<file path="src/rtl/sms_pkg.sv">
package sms_pkg;

   typedef enum logic [1:0] {
      ST_HUNT  = 2'd0,
      ST_SKIP  = 2'd1,
      ST_CAPT  = 2'd2
   } sms_state_e;

   // Clamp a programmed length into 1..hi.
   function automatic int unsigned sms_clamp(input int unsigned v, input int unsigned hi);
      if (v == 0)
         return 1;
      else if (v > hi)
         return hi;
      else
         return v;
   endfunction

endpackage

</file>
<file path="src/rtl/sms_history.sv">
module sms_history
   import sms_pkg::*;
#(
   parameter int PAT_W  = 16,
   parameter int PLEN_W = $clog2(PAT_W + 1)
) (
   input  logic              clk,
   input  logic              rst_n,
   input  logic              shift_en,
   input  logic              clear,
   input  logic              rx_bit,
   input  logic [PAT_W-1:0]  pattern,
   input  logic [PLEN_W-1:0] pat_len,
   output logic              match
);

   localparam int FILL_W = $clog2(PAT_W + 1);

   logic [PAT_W-1:0]  hist_q;
   logic [PAT_W-1:0]  hist_nxt;
   logic [PAT_W-1:0]  diff;
   logic [FILL_W-1:0] fill_q;
   logic [FILL_W-1:0] fill_nxt;
   int unsigned       eff_len;

   always_comb eff_len = sms_clamp(32'(pat_len), PAT_W);

   generate
      if (PAT_W == 1) begin : g_one
         assign hist_nxt = rx_bit;
      end else begin : g_many
         assign hist_nxt = {hist_q[PAT_W-2:0], rx_bit};
      end
   endgenerate

   generate
      for (genvar i = 0; i < PAT_W; i++) begin : g_cmp
         assign diff[i] = (eff_len > i) & (hist_nxt[i] ^ pattern[i]);
      end
   endgenerate

   assign fill_nxt = (32'(fill_q) == PAT_W) ? fill_q : fill_q + 1'b1;
   assign match    = shift_en && (32'(fill_nxt) >= eff_len) && (diff == '0);

   always_ff @(posedge clk or negedge rst_n) begin
      if (!rst_n) begin
         hist_q <= '0;
         fill_q <= '0;
      end else if (clear) begin
         hist_q <= '0;
         fill_q <= '0;
      end else if (shift_en) begin
         hist_q <= hist_nxt;
         fill_q <= fill_nxt;
      end
   end


   fill_bound_chk: assert property (@(posedge clk) disable iff (!rst_n)
      32'(fill_q) <= PAT_W)
      else $error("history fill count beyond pattern width");


   fill_clear_chk: assert property (@(posedge clk) disable iff (!rst_n)
      clear |=> (fill_q == '0))
      else $error("history not emptied after word end");

endmodule

</file>
<file path="src/rtl/sms_ctrl.sv">
module sms_ctrl
   import sms_pkg::*;
#(
   parameter int DLY_W = 8
) (
   input  logic             clk,
   input  logic             rst_n,
   input  logic             bit_en,
   input  logic             match,
   input  logic             done,
   input  logic [DLY_W-1:0] skip_bits,
   output logic             hunt_en,
   output logic             cap_en,
   output logic             clear,
   output logic             start_evt
);

   sms_state_e       state_q;
   logic [DLY_W-1:0] dcnt_q;
   logic             start_q;

   assign hunt_en   = bit_en && (state_q == ST_HUNT);
   assign cap_en    = bit_en && (state_q == ST_CAPT);
   assign clear     = done;
   assign start_evt = start_q;

   always_ff @(posedge clk or negedge rst_n) begin
      if (!rst_n) begin
         state_q <= ST_HUNT;
         dcnt_q  <= '0;
         start_q <= 1'b0;
      end else begin
         start_q <= 1'b0;
         case (state_q)
            ST_HUNT: begin
               if (match) begin
                  start_q <= 1'b1;
                  if (skip_bits == '0) begin
                     state_q <= ST_CAPT;
                  end else begin
                     state_q <= ST_SKIP;
                     dcnt_q  <= skip_bits;
                  end
               end
            end
            ST_SKIP: begin
               if (bit_en) begin
                  dcnt_q <= dcnt_q - 1'b1;
                  if (dcnt_q == DLY_W'(1))
                     state_q <= ST_CAPT;
               end
            end
            ST_CAPT: begin
               if (done)
                  state_q <= ST_HUNT;
            end
            default: state_q <= ST_HUNT;
         endcase
      end
   end


   start_pulse_chk: assert property (@(posedge clk) disable iff (!rst_n)
      start_evt |=> !start_evt)
      else $error("start pulse longer than one cycle");


   skip_nonzero_chk: assert property (@(posedge clk) disable iff (!rst_n)
      (state_q == ST_SKIP) |-> (dcnt_q != '0))
      else $error("skip state with empty counter");


   idle_hold_chk: assert property (@(posedge clk) disable iff (!rst_n)
      (!bit_en && (state_q == ST_SKIP)) |=> $stable(dcnt_q))
      else $error("skip counter moved without bit enable");

endmodule

</file>
<file path="src/rtl/sms_capture.sv">
module sms_capture
   import sms_pkg::*;
#(
   parameter int WORD_W = 32,
   parameter int WLEN_W = $clog2(WORD_W + 1)
) (
   input  logic              clk,
   input  logic              rst_n,
   input  logic              cap_en,
   input  logic              rx_bit,
   input  logic [WLEN_W-1:0] word_len,
   output logic              done,
   output logic [WORD_W-1:0] rx_word,
   output logic              word_vld
);

   localparam int CNT_W = $clog2(WORD_W + 1);

   logic [WORD_W-1:0] sh_q;
   logic [WORD_W-1:0] sh_nxt;
   logic [CNT_W-1:0]  bcnt_q;
   logic [WORD_W-1:0] word_q;
   logic              vld_q;
   int unsigned       eff_len;
   logic              last;

   always_comb eff_len = sms_clamp(32'(word_len), WORD_W);

   generate
      if (WORD_W == 1) begin : g_one
         assign sh_nxt = rx_bit;
      end else begin : g_many
         assign sh_nxt = {sh_q[WORD_W-2:0], rx_bit};
      end
   endgenerate

   assign last = (32'(bcnt_q) + 32'd1) >= eff_len;
   assign done = cap_en && last;

   always_ff @(posedge clk or negedge rst_n) begin
      if (!rst_n) begin
         sh_q   <= '0;
         bcnt_q <= '0;
         word_q <= '0;
         vld_q  <= 1'b0;
      end else begin
         vld_q <= done;
         if (cap_en) begin
            if (last) begin
               word_q <= sh_nxt;
               sh_q   <= '0;
               bcnt_q <= '0;
            end else begin
               sh_q   <= sh_nxt;
               bcnt_q <= bcnt_q + 1'b1;
            end
         end
      end
   end

   assign rx_word  = word_q;
   assign word_vld = vld_q;


   upper_zero_chk: assert property (@(posedge clk) disable iff (!rst_n)
      word_vld |-> ((rx_word >> eff_len) == '0))
      else $error("bits above word length not zero");


   vld_pulse_chk: assert property (@(posedge clk) disable iff (!rst_n)
      word_vld |=> !word_vld)
      else $error("word valid longer than one cycle");


   word_hold_chk: assert property (@(posedge clk) disable iff (!rst_n)
      !vld_q |=> ($stable(rx_word) || word_vld))
      else $error("word changed without valid strobe");

endmodule

</file>
<file path="src/rtl/serial_match_start.sv">
module serial_match_start
   import sms_pkg::*;
#(
   parameter int PAT_W  = 16,
   parameter int WORD_W = 32,
   parameter int DLY_W  = 8,
   parameter int PLEN_W = $clog2(PAT_W + 1),
   parameter int WLEN_W = $clog2(WORD_W + 1)
) (
   input  logic              clk,
   input  logic              rst_n,
   input  logic              bit_en,
   input  logic              rx_bit,
   input  logic [PAT_W-1:0]  cmp_pattern,
   input  logic [PLEN_W-1:0] cmp_len,
   input  logic [DLY_W-1:0]  skip_bits,
   input  logic [WLEN_W-1:0] word_len,
   output logic              start_evt,
   output logic [WORD_W-1:0] rx_word,
   output logic              word_vld
);

   generate
      if (PAT_W < 1) begin : g_bad_pat
         $error("PAT_W must be at least 1");
      end
      if (WORD_W < 1) begin : g_bad_word
         $error("WORD_W must be at least 1");
      end
      if (DLY_W < 1) begin : g_bad_dly
         $error("DLY_W must be at least 1");
      end
      if (PLEN_W < $clog2(PAT_W + 1)) begin : g_bad_plen
         $error("PLEN_W too narrow for PAT_W");
      end
      if (WLEN_W < $clog2(WORD_W + 1)) begin : g_bad_wlen
         $error("WLEN_W too narrow for WORD_W");
      end
   endgenerate

   logic hunt_en;
   logic cap_en;
   logic clear;
   logic match;
   logic done;

   sms_history #(.PAT_W(PAT_W), .PLEN_W(PLEN_W)) u_hist (
      .clk      (clk),
      .rst_n    (rst_n),
      .shift_en (hunt_en),
      .clear    (clear),
      .rx_bit   (rx_bit),
      .pattern  (cmp_pattern),
      .pat_len  (cmp_len),
      .match    (match)
   );

   sms_ctrl #(.DLY_W(DLY_W)) u_ctrl (
      .clk       (clk),
      .rst_n     (rst_n),
      .bit_en    (bit_en),
      .match     (match),
      .done      (done),
      .skip_bits (skip_bits),
      .hunt_en   (hunt_en),
      .cap_en    (cap_en),
      .clear     (clear),
      .start_evt (start_evt)
   );

   sms_capture #(.WORD_W(WORD_W), .WLEN_W(WLEN_W)) u_cap (
      .clk      (clk),
      .rst_n    (rst_n),
      .cap_en   (cap_en),
      .rx_bit   (rx_bit),
      .word_len (word_len),
      .done     (done),
      .rx_word  (rx_word),
      .word_vld (word_vld)
   );

   // Frame-in-progress observer used only by the checks below.
   logic busy_q;
   always_ff @(posedge clk or negedge rst_n) begin
      if (!rst_n)
         busy_q <= 1'b0;
      else if (start_evt)
         busy_q <= 1'b1;
      else if (word_vld)
         busy_q <= 1'b0;
   end


   no_restart_chk: assert property (@(posedge clk) disable iff (!rst_n)
      start_evt |-> !busy_q)
      else $error("start event inside a frame");


   vld_after_start_chk: assert property (@(posedge clk) disable iff (!rst_n)
      word_vld |-> (busy_q || $past(start_evt)))
      else $error("word valid without preceding start");


   idle_quiet_chk: assert property (@(posedge clk) disable iff (!rst_n)
      !bit_en |=> (!start_evt && !word_vld))
      else $error("output event after idle cycle");

endmodule

</file>
<file path="config.mk">
export PLATFORM = sky130hd
export DESIGN_NAME = serial_match_start
export DESIGN_NICKNAME = d
export VERILOG_FILES = /design/src/rtl/sms_pkg.sv /design/src/rtl/sms_history.sv /design/src/rtl/sms_ctrl.sv /design/src/rtl/sms_capture.sv /design/src/rtl/serial_match_start.sv
export SDC_FILE = /design/constraint.sdc
export NUM_CORES = 1
export LEC_CHECK = 0
export BUFFER_PORTS_ARGS = -buffer_cell sky130_fd_sc_hd__buf_2
export CELL_PAD_IN_SITES_DETAIL_PLACEMENT = 0
export CELL_PAD_IN_SITES_GLOBAL_PLACEMENT = 1
export CORE_MARGIN = 2
export CORE_UTILIZATION = 49
export DETAILED_ROUTE_END_ITERATION = 10
export GPL_ROUTABILITY_DRIVEN = 0
export PLACE_DENSITY_LB_ADDON = 0.1
export REMOVE_ABC_BUFFERS = 1
export SYNTH_ARGS = -nofsm -noshare
export SYNTH_HDL_FRONTEND = slang
export SYNTH_HIERARCHICAL = 1
export SYNTH_SLANG_ARGS = --single-unit
export TNS_END_PERCENT = 30
</file>
<file path="constraint.sdc">
create_clock -name clk -period 5.2 [get_ports clk]
set_input_delay 1.3 -clock clk [delete_from_list [all_inputs] [get_ports clk]]
set_output_delay 1.3 -clock clk [all_outputs]
set_load 0.1 [all_outputs]
</file>
; ---- After elaboration in Yosys (flattened, before gate mapping)
; Index checks and enable logic that the tools add are counted.
[word_totals]
reg_bits = 101
input_bits = 39
wordCells = 112
[op_classes]
add_sub_neg = 4
n_lt_le_gt_ge = 20
n_eq_ne = 9
muxes = 23
bitwise = 32
reduce_logical = 15
[ops]
columns = cell, count
row1 = greater-than comparator 5 x 4 -> 1 bit (second input constant), 8
row2 = greater-or-equal comparator 32 x 6 -> 1 bit, 1
row3 = two-way mux 31 bit, 1
row4 = two-way mux 15 bit, 2
row5 = two-way mux 5 bit, 5
row6 = two-way mux 8 bit, 3
row7 = greater-than comparator 5 x 3 -> 1 bit (second input constant), 4
row8 = two-way mux 6 bit, 3
row9 = AND 1 bit, 16
row10 = zero test 16 bit, 1
row11 = case mux 8 bit (2 select lines), 1
row12 = XOR 1 bit, 16
row13 = greater-than comparator 5 x 1 -> 1 bit (second input constant), 2
row14 = greater-than comparator 5 x 2 -> 1 bit (second input constant), 2
row15 = two-way mux 2 bit, 5
row16 = equality test 8 x 1 -> 1 bit (second input constant), 1
row17 = zero test 8 bit, 1
row18 = AND reduction 4 bit, 2
row19 = subtractor 8 x 1 -> 8 bit (second input constant), 1
row20 = adder 6 x 1 -> 7 bit (second input constant), 1
row21 = adder 6 x 1 -> 6 bit (second input constant), 1
row22 = greater-than comparator 6 bit (second input constant), 1
row23 = zero test 6 bit, 1
row24 = != test 2 bit (second input constant), 3
row25 = other kinds (14), 21

; ---- Depth between registers and ports, before layout
; Gate-level depths: netlist (run 1).
[depth]
word_depth = 9
depth_mapped = 14

; ---- Hierarchy
; Netlist (run 1), hierarchy kept.
[modules_own_cells]
columns = mod, n_inst, cells_each, area_each_um2, seq_area_each_um2
row1 = sms_capture, 1, 230, 3072.9, 1751.7
row2 = sms_history, 1, 143, 1358.8, 500.5
row3 = sms_ctrl, 1, 81, 777.0, 275.3

; ---- Least setup slack after synthesis (run 1)
; Ideal clock, no wire load.
[synth_path]
kind = input to register
start = in cmp_len[1]
end = reg u_ctrl.dcnt_q[2]
setup_ns = 0.123
arrival_ns = 3.570
required_time_ns = 5.077
slack_ns = 1.506
path_stages = 13
cell_sequence = buf_6 -> or3_2 -> a21oi_1 -> ha_1 -> nand2b_1 -> a211oi_1 -> o21ai_0 -> nand2_1 -> nor4b_2 -> nor3b_4 -> a21bo_2 -> o31ai_1 -> nor2_1
[synth_between]
elab_chain_cells = 9
word_cells_on_any_way = 42
classes_between = 18 x order compare / 1 x eq/ne / 2 x mux / 16 x bitwise / 5 x reduce/logical
[synth_rtl]
columns = item, line
row1 = from (decl), serial_match_start.sv:15  ; input logic [PLEN_W-1:0] cmp_len,
row2 = greater-than comparator 5 bit, sms_pkg.sv:13  ; else if (v > hi)
row3 = two-way mux 5 bit, sms_pkg.sv:13
row4 = two-way mux 5 bit (*), sms_pkg.sv:11  ; if (v == 0)
row5 = greater-than comparator 5 x 1 -> 1 bit (tied with other cells), sms_history.sv:38  ; assign diff[i] = (eff_len > i) & (hist_nxt[i] ^ pattern[i]);
row6 = AND 1 bit, sms_history.sv:38
row7 = zero test 16 bit, sms_history.sv:43  ; assign match = shift_en && (32'(fill_nxt) >= eff_len) && (diff == '0);
row8 = logical AND 1 bit (*), sms_history.sv:43
row9 = named net match, serial_match_start.sv:44  ; logic match;
row10 = != test 2 bit (no source line) (*), -
row11 = AND reduction 4 bit (no source line) (*), -
row12 = to (signal assigned), sms_ctrl.sv:42  ; dcnt_q <= skip_bits;
row13 = to (signal assigned), sms_ctrl.sv:48  ; dcnt_q <= dcnt_q - 1'b1;
row14 = to (decl), sms_ctrl.sv:19  ; logic [DLY_W-1:0] dcnt_q;
; The timed path passes the listed nets; every way through them passes the cells marked *.
; A chain may end at the register's enable or synchronous reset.

; ---- Final worst setup path (run 1)
[layout_path]
start = in cmp_len[1]
end = reg u_ctrl.dcnt_q[0]
; Same word-level chain as after synthesis.

==> results of run 1 <==
## layer usage
| metal | vias to the layer above | part of all wire (%) |
|---|---|---|
| met5 | - | 0 |
| met2 | 55 | 45 |
| li1 | 1738 | - |
| met1 | 1748 | 50 |
| met3 | 9 | 3.9 |
| met4 | 0 | 1.0 |
## layout make-up
class	instances	area [um2]
Sequential cell	101	2530
Tap cell	136	170
Multi-Input combinational cell	315	2460
Fill cell	917	4520
Timing Repair Buffer	78	408
Clock inverter	6	53.8
Clock buffer	10	138
Inverter	12	45.0
## sequential cells by signal, indices dropped and copies added, names as in the netlist
signal / count
u_ctrl/dcnt_q: 8
u_cap/word_vld: 1
u_cap/sh_q: 31
u_cap/bcnt_q: 6
u_ctrl/start_evt: 1
u_hist/hist_q: 15
u_cap/rx_word: 32
u_ctrl/state_q: 2
u_hist/fill_q: 5
## placed cells by master (no fill, tap or decap), types with 4 or more instances in the layout
cell / Yosys / layout
dfrtp_1: 101 / 101
mux2_2: 13 / 13
xnor2_1: 13 / 13
ha_1: 16 / 16
nor4_1: 4 / 4
mux2i_1: 18 / 18
buf_4: 1 / 7
nand2_1: 56 / 56
xor2_1: 14 / 14
o211ai_1: 5 / 5
buf_2: 6 / 71
nor3_1: 7 / 7
nand3_1: 5 / 5
a21oi_1: 11 / 11
o21ai_0: 8 / 8
o2bb2ai_1: 34 / 34
mux2_4: 20 / 20
nor2_1: 35 / 35
inv_1: 11 / 11
clkbuf_8: 0 / 10
nor2b_1: 4 / 4
## worst max path at each step
stage,slack [ns],depth (start not counted),endpoint,start
5_1_grt,1.16,13,u_ctrl/dcnt_q[0],cmp_len[1]
6_report,1.48,13,u_ctrl/dcnt_q[0],cmp_len[1]
4_1_cts,1.47,13,u_ctrl/dcnt_q[0],cmp_len[1]
2_1_floorplan,0.25,8,u_ctrl/dcnt_q[2],bit_en
3_3_place_gp,1.21,13,u_ctrl/dcnt_q[3],cmp_len[1]
3_5_place_dp,1.09,13,u_ctrl/dcnt_q[0],cmp_len[1]
## cell families after synthesis
| family | Yosys count | share of synthesized area [%] |
|---|---|---|
| simple gates | 134 | 12.9 |
| flops | 101 | 48.5 |
| xor+xnor | 27 | 4.54 |
| mux | 51 | 12.0 |
| fa+ha+maj | 16 | 3.84 |
| buf+inv | 38 | 4.25 |
| compound gates | 87 | 13.9 |
## where the power goes
| part | internal [mW] | leakage [nW] | switching, mW |
|---|---|---|---|
| clock | 0.196 | 0.0954 | 0.287 |
| sequential | 0.895 | 1.35 | 0.134 |
| combinational | 0.259 | 1.38 | 0.293 |
## through the flow
step | hold slack (ns) | setup slack, ns
6_report | 0.513 | 1.48
5_1_grt | 0.532 | 1.16
4_1_cts | 0.512 | 1.47
3_5_place_dp | 0.483 | 1.09
3_3_place_gp | 0.477 | 1.21
2_1_floorplan | 0.451 | 0.250
## cells in the mapped netlist (2+ instances only)
library cell  count  area [um2]
o211ai_1          5        37.5
o31ai_1           3        22.5
xnor2_1          13         114
o2bb2ai_1        34         298
mux2i_1          18         180
a22oi_1           3        22.5
buf_6             9         101
nor3_1            7        35.0
o21ai_1           2        10.0
nor4_2            2        25.0
nor4_1            4        25.0
nor2_1           35         131
ha_1             16         200
buf_2             6        30.0
nand4_1           3        18.8
o21ai_0           8        40.0
nor2b_1           4        25.0
nand3b_1          2        15.0
mux2_4           20         300
nand2b_1          2        12.5
o22ai_1           2        12.5
inv_1            11        41.3
a21oi_1          11        55.1
nand2_1          56         210
xor2_1           14         123
dfrtp_1         101        2530
mux2_2           13         146
clkbuf_1         10        37.5
nand3_1           5        25.0
and3_1            2        12.5
nor4b_2           2        30.0
## worst reg2reg max path: stages (launching register included)
cell,delay [ns]
dfrtp_1,0.45
inv_1,0.09
ha_1,0.19
and4bb_2,0.25
xnor2_1,0.15
ha_1,0.27
nand2b_1,0.10
a211oi_1,0.07
o21ai_0,0.16
nand2_1,0.08
nor4b_2,0.39
nor3b_4,0.30
a21boi_4,0.33
nor2_1,0.07
o31ai_1,0.24
==> impl_metrics.json, run 1 <==
{
  "port_buffers": 72,
  "p_per_area_mw_per_mm2": 355,
  "wl_per_cell_um": 15.4,
  "maxSlewHeadroom_pct": 34.5,
  "clk_path_buf_depth": 2,
  "r2r_setup_slack_ns": 1.98,
  "cts.sinks": 101,
  "hp-class": "reg -> reg",
  "min_from": "u_cap/rx_word[22]",
  "rsz0062_at_grt": "false",
  "worst_pin_slew_ns": 0.983,
  "layoutNonFillerInstCount": 658,
  "crit_family": "simple AND/OR/NAND/NOR gates",
  "cp_slowest_cell": "or3_2",
  "vias": 3550,
  "ys_types": 62,
  "holdPathStages": 1,
  "cts_setup_buffers": 0,
  "hold_buffers": 0,
  "period_share_pct": 71.6,
  "drv_cap": 0,
  "hpwlAfterDp_um": 6980,
  "drc_errors": 0,
  "track_usage_pct": 18.8,
  "htree_levels": 3,
  "worstSetupEndpointType": "flop",
  "hold_path_end": "u_cap/rx_word[22]",
  "hold_viol": 0,
  "grt_pass1_vias": 3506,
  "max_freq_ghz": 0.269,
  "ys_seq_elements": 101,
  "slew_violations": 0,
  "clk_pin_slew_ns": 0.10,
  "crit_chain": "buf_2 > or3_2 > a21oi_1 > ha_1 > nand2b_1 > a211oi_1 > o21ai_0 > nand2_1 > nor4b_2 > nor3b_4 > a21boi_4 > nor2_1 > o31ai_1",
  "grt_overflow": 0,
  "wirelength_um": 10100,
  "fp.coreArea_mm2": 0.0103,
  "synth_cells": 454,
  "drt-vias-per-instance": 5.40,
  "grt_max_degree": 81,
  "met1_usage_pct": 27.5,
  "leakagePower_nw": 2.83,
  "setup_viol": 0,
  "cts-root-buf": "clkbuf_8",
  "power.total_mw": 2.06,
  "die-area_mm2": 0.0115,
  "drtAntennaViolNets": 0,
  "critPathMaxFanout": 9,
  "ir_worst_vdd_v": 0.000160,
  "grt_antenna_before_repair": 0,
  "final_core_util_pct": 56.2,
  "setup-tns-final_ns": 0,
  "r2r_cells": 14,
  "cts_buffers": 9,
  "diodes": 0,
  "critPathMaxStageDelay_ns": 0.48,
  "r2r_end": "u_ctrl/dcnt_q[0]",
  "ios": 73,
  "status": "finished, final reports clean",
  "areaGrowthSynthToFinish_pct": 11.5,
  "initial_core_util_pct": 50.5,
  "synth_edf_count": 0,
  "use_met2_pct": 28.6,
  "cts_resized": 0,
  "critical_path_class": "in -> reg",
  "critical_path.n_buffers_inverters": 1,
  "cp_data_arrival_time_ns": 3.98,
  "grt.busiest_layer": "met2",
  "drt-initial-drc-count": 181,
  "die_h_um": 107,
  "synth_seq_area_share_pct": 48.5,
  "place_area_mm2": 0.00562,
  "clk_latency_ns": 0.36,
  "synthArstFlopShare_pct": 100,
  "num_rows": 37,
  "die-width_um": 107,
  "final_area_mm2": 0.00581,
  "grt_use_met3_pct": 3.89,
  "finalClockSkew_ns": 0.0113,
  "cts_tree": "yes",
  "ys_warn_count": 6,
  "final_layout_size_suffix_gt1_share_pct": 28.0,
  "syn_area_mm2": 0.00521,
  "syn_avg_cell_area_um2": 11.5,
  "synth_top_flop_cell": "dfrtp_1",
  "grt_pass1_wl_um": 17400,
  "worst_setup_path_start_kind": "primary input",
  "critical_path_required_ns": 5.46,
  "dr.pass1.iters": 4,
  "fin_crit_ns": 3.72,
  "worstReg2RegStart": "u_hist/fill_q[0]",
  "final_nets": 572,
  "dp_cells": 642
}
(Power assumes the default switching activity.)
==> run 2, diff against run 1 <==
--- a/config.mk
+++ b/config.mk
@@ -9,7 +9,7 @@
 export CELL_PAD_IN_SITES_DETAIL_PLACEMENT = 0
 export CELL_PAD_IN_SITES_GLOBAL_PLACEMENT = 1
 export CORE_MARGIN = 2
-export CORE_UTILIZATION = 49
+export CORE_UTILIZATION = 41
 export DETAILED_ROUTE_END_ITERATION = 10
 export GPL_ROUTABILITY_DRIVEN = 0
 export PLACE_DENSITY_LB_ADDON = 0.1
==> constraint.sdc (replaced) <==
create_clock -name clk -period 3.4 [get_ports clk]
set_input_delay 0.85 -clock clk [delete_from_list [all_inputs] [get_ports clk]]
set_output_delay 0.85 -clock clk [all_outputs]
set_load 0.1 [all_outputs]
==> run 2 against run 1 <==
Worst setup slack got worse by 1.2 ns. Sequential power is 53% higher. Power grew 73%. Register-to-register slack got worse by 1.7 ns. Worst hold slack worse by 0.066 ns. Combinational power is 56% higher. Global-route usage down 2.1 points. Sequential cell count is the same. First-iteration DRC count up 25%. Critical path depth rose by 1. Critical path type is now reg -> reg.
==> impl_metrics.json, run 2 (synthesis gave the netlist of run 1 again) <==
{
  "final_common_cell": "dfrtp_1",
  "cts-root-buf": "clkbuf_16",
  "drt-initial-drc-count": 226,
  "grt_pass1_wl_um": 17900,
  "diodes": 0,
  "status": "finished, final reports clean",
  "final_layout_size_suffix_gt1_share_pct": 29.1,
  "r2r_cells": 14,
  "critical_path.n_buffers_inverters": 1,
  "initial_core_util_pct": 41.6,
  "max_freq_ghz": 0.318,
  "worst_pin_slew_ns": 0.829,
  "setup_viol": 0,
  "num_rows": 41,
  "grt_pass1_vias": 3622,
  "critical_path_required_ns": 3.64,
  "drv_cap": 0,
  "fin_crit_ns": 3.15,
  "areaGrowthSynthToFinish_pct": 17.0,
  "worstSetupEndpointType": "flop",
  "crit_family": "simple AND/OR/NAND/NOR gates",
  "die-area_mm2": 0.0136,
  "htree_levels": 3,
  "final_core_util_pct": 48.7,
  "clk_pin_slew_ns": 0.07,
  "cp_data_arrival_time_ns": 3.39,
  "cts_setup_buffers": 0,
  "nFillCells": 1214,
  "grt_antenna_before_repair": 0,
  "setup_slack_ns": 0.252,
  "final_cell_mix": "101 x dfrtp_1, 71 x buf_2, 56 x nand2_1",
  "largest_reg_flops": 32,
  "cts_tree": "yes",
  "critPathMaxStageDelay_ns": 0.42,
  "period_share_pct": 92.6,
  "drtAntennaViolNets": 0,
  "cp_common_cell": "ha_1",
  "slew_violations": 0,
  "leakagePower_nw": 2.96,
  "port_buffers": 72,
  "clk_latency_ns": 0.35,
  "cts.sinks": 101,
  "critical_path_class": "reg -> reg",
  "power.total_mw": 3.57,
  "fp.coreArea_mm2": 0.0125,
  "cts_resized": 0,
  "rsz0062_at_grt": "false",
  "die-width_um": 117,
  "crit_cells": 14,
  "cts_buffers": 9,
  "wl_per_cell_um": 15.4,
  "p_per_area_mw_per_mm2": 586,
  "ios": 73,
  "maxSlewHeadroom_pct": 44.7,
  "drt-vias-per-instance": 5.18,
  "final_nets": 583,
  "grt_overflow": 0,
  "clk_path_buf_depth": 2,
  "ir_worst_vdd_v": 0.000260,
  "dr.pass1.iters": 6,
  "hold_buffers": 0,
  "finalClockSkew_ns": 0.00649,
  "hpwlAfterDp_um": 7490,
  "die_h_um": 117,
  "vias": 3653,
  "crit_chain": "inv_1 > ha_1 > and4bb_2 > xnor2_1 > ha_1 > nand2b_1 > a211oi_1 > o21ai_0 > nand2_1 > nor4b_2 > nor3b_4 > a21bo_2 > o31ai_1 > nor2_1",
  "hold_viol": 0,
  "place_ws_ns": -0.102,
  "wirelength_um": 10800,
  "track_usage_pct": 16.7,
  "critPathMaxFanout": 5,
  "worst_setup_path_start_kind": "flop",
  "cp_slowest_cell": "dfrtp_1",
  "grt_max_degree": 53,
  "hp-class": "in -> async",
  "drc_errors": 0
}
-- run 2: report_power, final --
group          internal, mW  switching (mW)  total, mW
combinational         0.406           0.456      0.862
sequential             1.37           0.210       1.58
clock                 0.672           0.458       1.13
total                  2.45            1.12       3.57
-- run 2: layout make-up --
cell class              instances  area, um2  area share (%)
repair buffers                 89        515            8.46
clock buffers                  12        246            4.05
clock inverters                 4       77.6            1.27
inverters                      12       45.0           0.739
flip-flops and latches        101       2530            41.5
multi-input cells             315       2460            40.5
well taps                     172        215            3.53
-- run 2: stage by stage --
step / setup TNS, ns / area [um2] / instances / hold WS, ns
3_5_place_dp: -0.424 / 5770 / 689 / 0.491
5_1_grt: 0 / 6090 / 705 / 0.487
3_3_place_gp: -0.0918 / 5770 / 689 / 0.472
2_1_floorplan: -15.58 / 5030 / 428 / 0.451
6_report: 0 / 6090 / 705 / 0.447
4_1_cts: 0 / 6090 / 705 / 0.462
-- run 2: worst paths after layout --
path / to / startpoint / slack, ns
worst min-delay path: u_hist/hist_q[14] / rst_n / 0.45
max in group asynchronous: u_cap/sh_q[27] / rst_n / 2.32
worst min register to register: u_cap/rx_word[29] / u_cap/rx_word[29] / 0.51
min in group clk: u_cap/rx_word[29] / u_cap/rx_word[29] / 0.51
worst max-delay path: u_ctrl/dcnt_q[2] / u_hist/fill_q[0] / 0.25
worst max register to register: u_ctrl/dcnt_q[2] / u_hist/fill_q[0] / 0.25
-- run 2: layer usage --
metal  track usage, %  routed length, um  part of all wire, %  up-vias
li1                 -                  -                    -     1770
met1             23.7               5310                   49     1806
met2             25.2               4840                   45       62
met3             3.27                473                  4.4       15
met4             7.14                199                  1.8        0
met5                0                  0                    0        -
==> run 3, diff against run 2 <==
--- a/config.mk
+++ b/config.mk
@@ -10,6 +10,7 @@
 export CELL_PAD_IN_SITES_GLOBAL_PLACEMENT = 1
 export CORE_MARGIN = 2
 export CORE_UTILIZATION = 41
+export CTS_BUF_LIST = sky130_fd_sc_hd__clkbuf_16
 export DETAILED_ROUTE_END_ITERATION = 10
 export GPL_ROUTABILITY_DRIVEN = 0
 export PLACE_DENSITY_LB_ADDON = 0.1
==> run 3 against run 2 <==
Wire length shrank 0.43%. Via count shrank 0.25%. Worst setup slack gained 0.010 ns. Design area shrank 0.16%. Largest cell class unchanged.
==> impl_metrics.json, run 3 (synthesis gave the netlist of run 1 again) <==
{
  "crit_chain": "inv_1 > ha_1 > and4bb_2 > xnor2_1 > ha_1 > nand2b_1 > a211oi_1 > o21ai_0 > nand2_1 > nor4b_2 > nor3b_4 > a21bo_2 > o31ai_1 > nor2_1",
  "drc_errors": 0,
  "power.total_mw": 3.54,
  "r2r_end": "u_ctrl/dcnt_q[2]",
  "drtAntennaViolNets": 0,
  "ios": 73,
  "leakagePower_nw": 2.96,
  "crit_family": "simple AND/OR/NAND/NOR gates",
  "r2r_cells": 14,
  "cts_resized": 0,
  "switching_share_pct": 31.6,
  "p_per_area_mw_per_mm2": 582,
  "diodes": 0,
  "cp_common_cell": "ha_1",
  "maxSlewHeadroom_pct": 44.4,
  "place_area_mm2": 0.00577,
  "grt_overflow": 0,
  "critical_path.n_buffers_inverters": 1,
  "areaGrowthSynthToFinish_pct": 16.8,
  "power_frac_clock_pct": 31.0,
  "final_nets": 583,
  "dp_cells": 689,
  "cp_data_arrival_time_ns": 3.37,
  "crit_cells": 14,
  "grt_pass1_vias": 3620,
  "wirelength_um": 10800,
  "net-switching-power_mw": 1.12,
  "critPathMaxStageDelay_ns": 0.42,
  "rsz0062_at_grt": "false",
  "hpwlAfterDp_um": 7490,
  "slew_violations": 0,
  "combinationalPowerShare_pct": 24.4,
  "status": "finished, final reports clean",
  "worstReg2RegStart": "u_hist/fill_q[0]",
  "cts.sinks": 101,
  "die-width_um": 117,
  "hp-class": "in -> async",
  "cp_slowest_cell": "dfrtp_1",
  "hold_viol": 0,
  "fin_crit_ns": 3.14,
  "drt-initial-drc-count": 224,
  "critPathMaxFanout": 5,
  "clk_pin_slew_ns": 0.07,
  "grt_pass1_wl_um": 17800,
  "initial_core_util_pct": 41.6,
  "clk_path_buf_depth": 2,
  "grt_max_degree": 53,
  "worstSetupEndpointType": "flop",
  "cts_tree": "yes",
  "final_cell_mix": "101 x dfrtp_1, 71 x buf_2, 56 x nand2_1",
  "num_rows": 41,
  "grt_antenna_before_repair": 0,
  "worst_pin_slew_ns": 0.833,
  "cts-root-buf": "clkbuf_16",
  "clk_latency_ns": 0.34,
  "largest_reg_flops": 32,
  "critPathLaunch": "u_hist/fill_q[0]",
  "ir_worst_vdd_v": 0.000260,
  "die-area_mm2": 0.0136,
  "layoutNonFillerInstCount": 705,
  "port_buffers": 72,
  "whs_ns": 0.456,
  "cts_buffers": 9,
  "dr.pass1.iters": 6,
  "setup_viol": 0,
  "period_share_pct": 92.3,
  "fp.coreArea_mm2": 0.0125,
  "htree_levels": 3,
  "final_common_cell": "dfrtp_1",
  "drt-vias-per-instance": 5.17,
  "drv_cap": 0,
  "final_layout_size_suffix_gt1_share_pct": 28.9,
  "worst_setup_path_start_kind": "flop",
  "finalClockSkew_ns": 0.00758,
  "vias": 3644,
  "track_usage_pct": 16.6,
  "max_freq_ghz": 0.319,
  "wl_per_cell_um": 15.3,
  "cp-endpoint": "u_ctrl/dcnt_q[2]",
  "p_seq_share_pct": 44.7,
  "r2r_setup_slack_ns": 0.26,
  "hold_buffers": 0,
  "critical_path_class": "reg -> reg",
  "die_h_um": 117,
  "cts_setup_buffers": 0,
  "p_int_mw": 2.42,
  "final_area_mm2": 0.00608,
  "critical_path_required_ns": 3.63
}
==> run 3: final cells by class <==
type,instances,area (um2)
inverters,12,45.0
multi-input cells,315,2460
clock buffers,9,225
repair buffers,89,515
flip-flops and latches,101,2530
fillers,1214,6430
clock inverters,7,88.8
well taps,172,215
==> run 3: worst min path at each step <==
stage	slack, ns	start	depth (start not counted)	endpoint
2_1_floorplan	0.45	u_cap/sh_q[30]	1	u_cap/sh_q[30]
3_3_place_gp	0.47	u_cap/sh_q[30]	1	u_cap/sh_q[30]
6_report	0.46	rst_n	1	u_hist/hist_q[14]
3_5_place_dp	0.49	u_cap/rx_word[20]	1	u_cap/rx_word[20]
4_1_cts	0.47	rst_n	1	u_hist/hist_q[14]
5_1_grt	0.49	rst_n	1	u_hist/hist_q[14]
==> run 3: per-stage QoR <==
step,setup TNS [ns],setup WS [ns],util (%)
CTS,0,0.249,48.6
finish,0,0.262,48.6
global route,0,0.00707,48.6
detailed placement,-0.424,-0.102,46.1
global placement,-0.0918,-0.0378,46.1
floorplan,-15.58,-1.10,-
==> run 3: power by group through the flow <==
stage          clock network (mW)  registers (mW)  logic [mW]
2_1_floorplan                   0            1.55       0.653
3_3_place_gp                    0            1.60       0.852
3_5_place_dp                    0            1.60       0.862
4_1_cts                      1.13            1.58       0.868
5_1_grt                      1.17            1.61       0.982
6_report                     1.10            1.58       0.863
==> run 3: metal layers <==
| metal | routed length [um] | global-route usage [%] | part of all wire [%] |
|---|---|---|---|
| met1 | 5250 | 23.7 | 49 |
| met5 | 0 | 0 | 0 |
| met3 | 497 | 3.11 | 4.6 |
| met2 | 4900 | 25.2 | 45 |
| met4 | 136 | 6.67 | 1.3 |
